## config.mk

```make
export PLATFORM = sky130hd
export DESIGN_NAME = bidir_latch_xcvr
export DESIGN_NICKNAME = d
export VERILOG_FILES = /design/src/rtl/bxcvr_pkg.sv /design/src/rtl/bxcvr_fall_sense.sv /design/src/rtl/bxcvr_hold_reg.sv /design/src/rtl/bxcvr_lane.sv /design/src/rtl/bidir_latch_xcvr.sv
export SDC_FILE = /design/constraint.sdc
export NUM_CORES = 1
export LEC_CHECK = 0
export BUFFER_PORTS_ARGS = -buffer_cell sky130_fd_sc_hd__buf_2
export CAP_MARGIN = 20
export CORE_UTILIZATION = 55
export CTS_BUF_LIST = sky130_fd_sc_hd__clkbuf_8
export DETAILED_ROUTE_END_ITERATION = 8
export GPL_TIMING_DRIVEN = 1
export MAX_ROUTING_LAYER = met4
export PLACE_DENSITY = 0.88
export SLEW_MARGIN = 20
export SYNTH_ARGS = -nofsm -noshare
export SYNTH_HDL_FRONTEND = slang
export SYNTH_SLANG_ARGS = --single-unit
```

## constraint.sdc

```tcl
create_clock -name clk -period 2 [get_ports clk]
set_input_delay 0.2 -clock clk [delete_from_list [all_inputs] [get_ports clk]]
set_output_delay 0.2 -clock clk [all_outputs]
set_load 0.01 [all_outputs]
```

## src/rtl/bxcvr_pkg.sv

```systemverilog
package bxcvr_pkg;
    localparam int unsigned DIR_AB = 0;
    localparam int unsigned DIR_BA = 1;
    localparam int unsigned N_DIR  = 2;

    typedef enum logic [1:0] {
        LD_HOLD    = 2'd0,
        LD_FOLLOW  = 2'd1,
        LD_CAPTURE = 2'd2
    } load_e;
endpackage

```

## src/rtl/bxcvr_fall_sense.sv

```systemverilog
module bxcvr_fall_sense (
    input  logic clk,
    input  logic rst_n,
    input  logic stb,
    output logic fall
);
    typedef struct packed {
        logic last;
    } sense_t;

    sense_t s_d, s_q;

    always_comb begin
        s_d      = s_q;
        s_d.last = stb;
        fall     = s_q.last & ~stb;
    end

    always_ff @(posedge clk or negedge rst_n) begin
        if (!rst_n) s_q <= '0;
        else        s_q <= s_d;
    end
endmodule

```

## src/rtl/bxcvr_hold_reg.sv

```systemverilog
module bxcvr_hold_reg
    import bxcvr_pkg::*;
#(
    parameter int unsigned WIDTH = 18
) (
    input  logic             clk,
    input  logic             rst_n,
    input  load_e            sel,
    input  logic [WIDTH-1:0] din,
    output logic [WIDTH-1:0] q
);
    typedef struct packed {
        logic [WIDTH-1:0] word;
    } hold_t;

    hold_t h_d, h_q;

    always_comb begin
        h_d = h_q;
        unique case (sel)
            LD_FOLLOW:  h_d.word = din;
            LD_CAPTURE: h_d.word = din;
            default:    h_d.word = h_q.word;
        endcase
    end

    always_ff @(posedge clk or negedge rst_n) begin
        if (!rst_n) h_q <= '0;
        else        h_q <= h_d;
    end

    assign q = h_q.word;
endmodule

```

## src/rtl/bxcvr_lane.sv

```systemverilog
module bxcvr_lane
    import bxcvr_pkg::*;
#(
    parameter int unsigned WIDTH = 18
) (
    input  logic             clk,
    input  logic             rst_n,
    input  logic [WIDTH-1:0] din,
    input  logic             le,
    input  logic             stb,
    input  logic             qual_n,
    input  logic             oe_n,
    output logic [WIDTH-1:0] dout,
    output logic             drv
);
    logic             fall;
    load_e            sel;
    logic [WIDTH-1:0] held;

    bxcvr_fall_sense u_sense (
        .clk  (clk),
        .rst_n(rst_n),
        .stb  (stb),
        .fall (fall)
    );

    always_comb begin
        if (le)                  sel = LD_FOLLOW;
        else if (fall & ~qual_n) sel = LD_CAPTURE;
        else                     sel = LD_HOLD;
    end

    bxcvr_hold_reg #(.WIDTH(WIDTH)) u_hold (
        .clk  (clk),
        .rst_n(rst_n),
        .sel  (sel),
        .din  (din),
        .q    (held)
    );

    assign dout = le ? din : held;
    assign drv  = ~oe_n & rst_n;
endmodule

```

## src/rtl/bidir_latch_xcvr.sv

```systemverilog
module bidir_latch_xcvr
    import bxcvr_pkg::*;
#(
    parameter int unsigned WIDTH = 18
) (
    input  logic             clk,
    input  logic             rst_n,
    input  logic [WIDTH-1:0] a_in,
    output logic [WIDTH-1:0] a_out,
    output logic             a_drv,
    input  logic [WIDTH-1:0] b_in,
    output logic [WIDTH-1:0] b_out,
    output logic             b_drv,
    input  logic             ab_le,
    input  logic             ab_stb,
    input  logic             ab_qual_n,
    input  logic             ab_oe_n,
    input  logic             ba_le,
    input  logic             ba_stb,
    input  logic             ba_qual_n,
    input  logic             ba_oe_n
);
    logic [WIDTH-1:0] l_in   [N_DIR];
    logic [WIDTH-1:0] l_out  [N_DIR];
    logic             l_drv  [N_DIR];
    logic             l_le   [N_DIR];
    logic             l_stb  [N_DIR];
    logic             l_qual [N_DIR];
    logic             l_oe   [N_DIR];

    assign l_in[DIR_AB]   = a_in;
    assign l_le[DIR_AB]   = ab_le;
    assign l_stb[DIR_AB]  = ab_stb;
    assign l_qual[DIR_AB] = ab_qual_n;
    assign l_oe[DIR_AB]   = ab_oe_n;

    assign l_in[DIR_BA]   = b_in;
    assign l_le[DIR_BA]   = ba_le;
    assign l_stb[DIR_BA]  = ba_stb;
    assign l_qual[DIR_BA] = ba_qual_n;
    assign l_oe[DIR_BA]   = ba_oe_n;

    for (genvar g = 0; g < N_DIR; g++) begin : g_lane
        bxcvr_lane #(.WIDTH(WIDTH)) u_lane (
            .clk   (clk),
            .rst_n (rst_n),
            .din   (l_in[g]),
            .le    (l_le[g]),
            .stb   (l_stb[g]),
            .qual_n(l_qual[g]),
            .oe_n  (l_oe[g]),
            .dout  (l_out[g]),
            .drv   (l_drv[g])
        );
    end

    assign b_out = l_out[DIR_AB];
    assign b_drv = l_drv[DIR_AB];
    assign a_out = l_out[DIR_BA];
    assign a_drv = l_drv[DIR_BA];
endmodule

```

==> impl_metrics.toml <==
[outcome]
outcome = "complete, no violations"

[layout]
fin_area_mm2 = 0.002786
syn_to_final_growth_pct = 22.63
n_antenna_cell = 0
final_util_pct = 73.35
nNetsFinal = 364
drive_above_1_share_pct = 30.41

[timing]
hold_slack_ps = 169.9
fmax_mhz = 739.3
post-route-period-util_pct = 67.63
relSlewSlack_pct = 65.02
fin_crit_ps = 1353
fin_tns_setup_ps = 0
finalSetupViolations = 0
hold_viol = 0
worst_slew_pin_slew_ps = 524.7
rsz0062_at_grt = "false"
finalMaxSlewViolations = 0
clock_skew_ps = 4.345

[setup_path]
cp_max_fo = 3
cp-end-kind = "primary output"
reg2regPathDepth = 4
required_ps = 1800
critPathLaunchType = "input pin"
worstPathArrival_ps = 1150
cp-endpoint = "a_drv"
worstSetupPathType = "in2out"
reg2reg_slack_ps = 720
r2r_end = "g_lane[1].u_lane.u_hold.q[4]$_DFFE_PN0P_"
r2r_start = "g_lane[1].u_lane.u_sense.s_q$_DFF_PN0_"
critPathLaunch = "rst_n"

[floorplanning]
start_util_pct = 59.82
design.core.area_mm2 = 0.003799
die-area_mm2 = 0.004392
fp.dieW_um = 66.28
io-pin-count = 84
die_y_um = 66.28
num_rows = 22

[global_route]
gr-total-overflow = 0
grt.total_usage_pct = 26.07
grt_pass1_vias = 1998
grt_max_degree = 39
antenna_found_initial = 0
grt_pass1_wl_um = 8473

[route]
wire_per_inst_um = 13.87
ant_nets = 0
drt_first_iter_violations = 156
routed-via-count = 2067
routed_wl_um = 5091
drc = 0
firstDrtPassIters = 4
vias_per_cell = 5.632

[synthesis]
yosys.area.top_type = "dfrtp_1"
synth_top_area_share_pct = 41.85
synth_area_leaders = "dfrtp_1 42%, nand4bb_1 18%, nand2_1 12%, o211ai_1 12%, nand2b_1 9.9%"
syn_avg_cell_area_um2 = 9.389
synth_seq_area_share_pct = 41.85
syn_nets = 288
ys_warn_count = 0
postSynthCellCount = 242
synth_area_mm2 = 0.002272
ys_seq_elements = 38
yosysUniqueCellTypes = 10

[placement]
portBuffers = 83
hpwlAfterDp_um = 3583
gp_congestion = 0.7218
placedInstanceArea_mm2 = 0.002685

[hold_path]
hp-class = "in2reg"
hp-start = "b_in[15]"

[power]
power_density_mw_per_mm2 = 662.3
leakagePower_nw = 1.350
peakVddDrop_uv = 539.2

[clock_network]
clkTransAtPathRegs_ps = 70
root_buffer = "clkbuf_8"
cts_setup_buffers = 0
cts_buffers = 5
cts_max_level = 2
clk_latency_ps = 290
clockBufferDepth = 2
cts_resized = 0
clock-sinks = 38
cts_tree = "done"

[job]
maxCapViolCount = 0
-- worst max-delay path: stages --
cell	delay [ps]
dlygate4sd3_1	570
buf_2	140
nor2b_1	110
buf_2	130
-- cell type report --
class	count	area [um^2]
Clock buffer	6	82.58
Clock inverter	2	8.758
Fill cell	311	1012
Multi-Input combinational cell	184	1221
Sequential cell	38	950.9
Tap cell	48	60.06
Timing Repair Buffer	89	462.9
-- cells in the mapped netlist --
master and n:
o211ai_1 36, nand2_1 72, nand4bb_1 36, nand2b_1 36, dfrtp_1 38, nor2b_1 2, nor3b_4 2, buf_2 8
clkbuf_1 10, buf_6 2
-- repair_timing --
| item | 4_1_cts | 5_1_grt |
|---|---|---|
| setup endpoints to repair | 0 | 0 |
| hold buffers | 1 | 0 |
| hold endpoints to repair | 38 | 0 |
-- layout by cell type, fill, tap and decap left out, drive strengths merged --
master       netlist  routed
clkbuf            10       6
nand2b            36      36
o211ai            36      36
buf               10      88
nor2b              2       2
dfrtp             38      38
dlygate4sd3        0       1
nand4bb           36      36
clkinv             0       1
nor3b              2       2
inv                0       1
nand2             72      72
-- flip-flops by register name, indices dropped and copies added (netlist names) --
name	flops
g_lane.u_lane.u_hold.q	36
g_lane.u_lane.u_sense.s_q	2
-- how the worst min path moves through the flow --
stage                                                      to  slack, ps  depth (start not counted)
floorplan            g_lane[0].u_lane.u_hold.q[0]$_DFFE_PN0P_       -100                          0
global placement    g_lane[1].u_lane.u_hold.q[15]$_DFFE_PN0P_        300                          2
detailed placement   g_lane[0].u_lane.u_hold.q[2]$_DFFE_PN0P_        310                          2
CTS                 g_lane[1].u_lane.u_hold.q[10]$_DFFE_PN0P_        160                          3
global route         g_lane[1].u_lane.u_hold.q[8]$_DFFE_PN0P_        170                          3
finish              g_lane[1].u_lane.u_hold.q[15]$_DFFE_PN0P_        170                          3
-- per-stage QoR --
stage | power, mW | worst slack, ps | instances
finish | 1.845 | 647.4 | 367
detailed placement | 1.321 | 738.7 | 358
global placement | 1.305 | 771.7 | 358
CTS | 1.859 | 671.0 | 367
global route | 1.946 | 591.2 | 367
floorplan | 1.146 | 821.6 | 242
-- logic make-up (layout without fill, tap and decap cells) --
group | Yosys count | in the layout | share of synthesized area, %
AND/OR/NAND/NOR | 148 | 148 | 41.85
buffers and inverters | 20 | 97 | 4.405
AO/OA/AOI/OAI | 36 | 36 | 11.89
flip-flops | 38 | 38 | 41.85
-- routing by layer --
metal,global-route usage (%),up-vias,routed length (um)
met1,30.43,976,2225
met2,45.15,71,2505
met4,7.979,0,37
li1,-,1016,-
met3,5.172,4,323
met5,-,-,0
-- where the power goes --
group          internal, mW  switching (mW)
Combinational         0.196           0.243
Clock                 0.273           0.266
Sequential            0.846          0.0219
(Power assumes the default switching activity.)
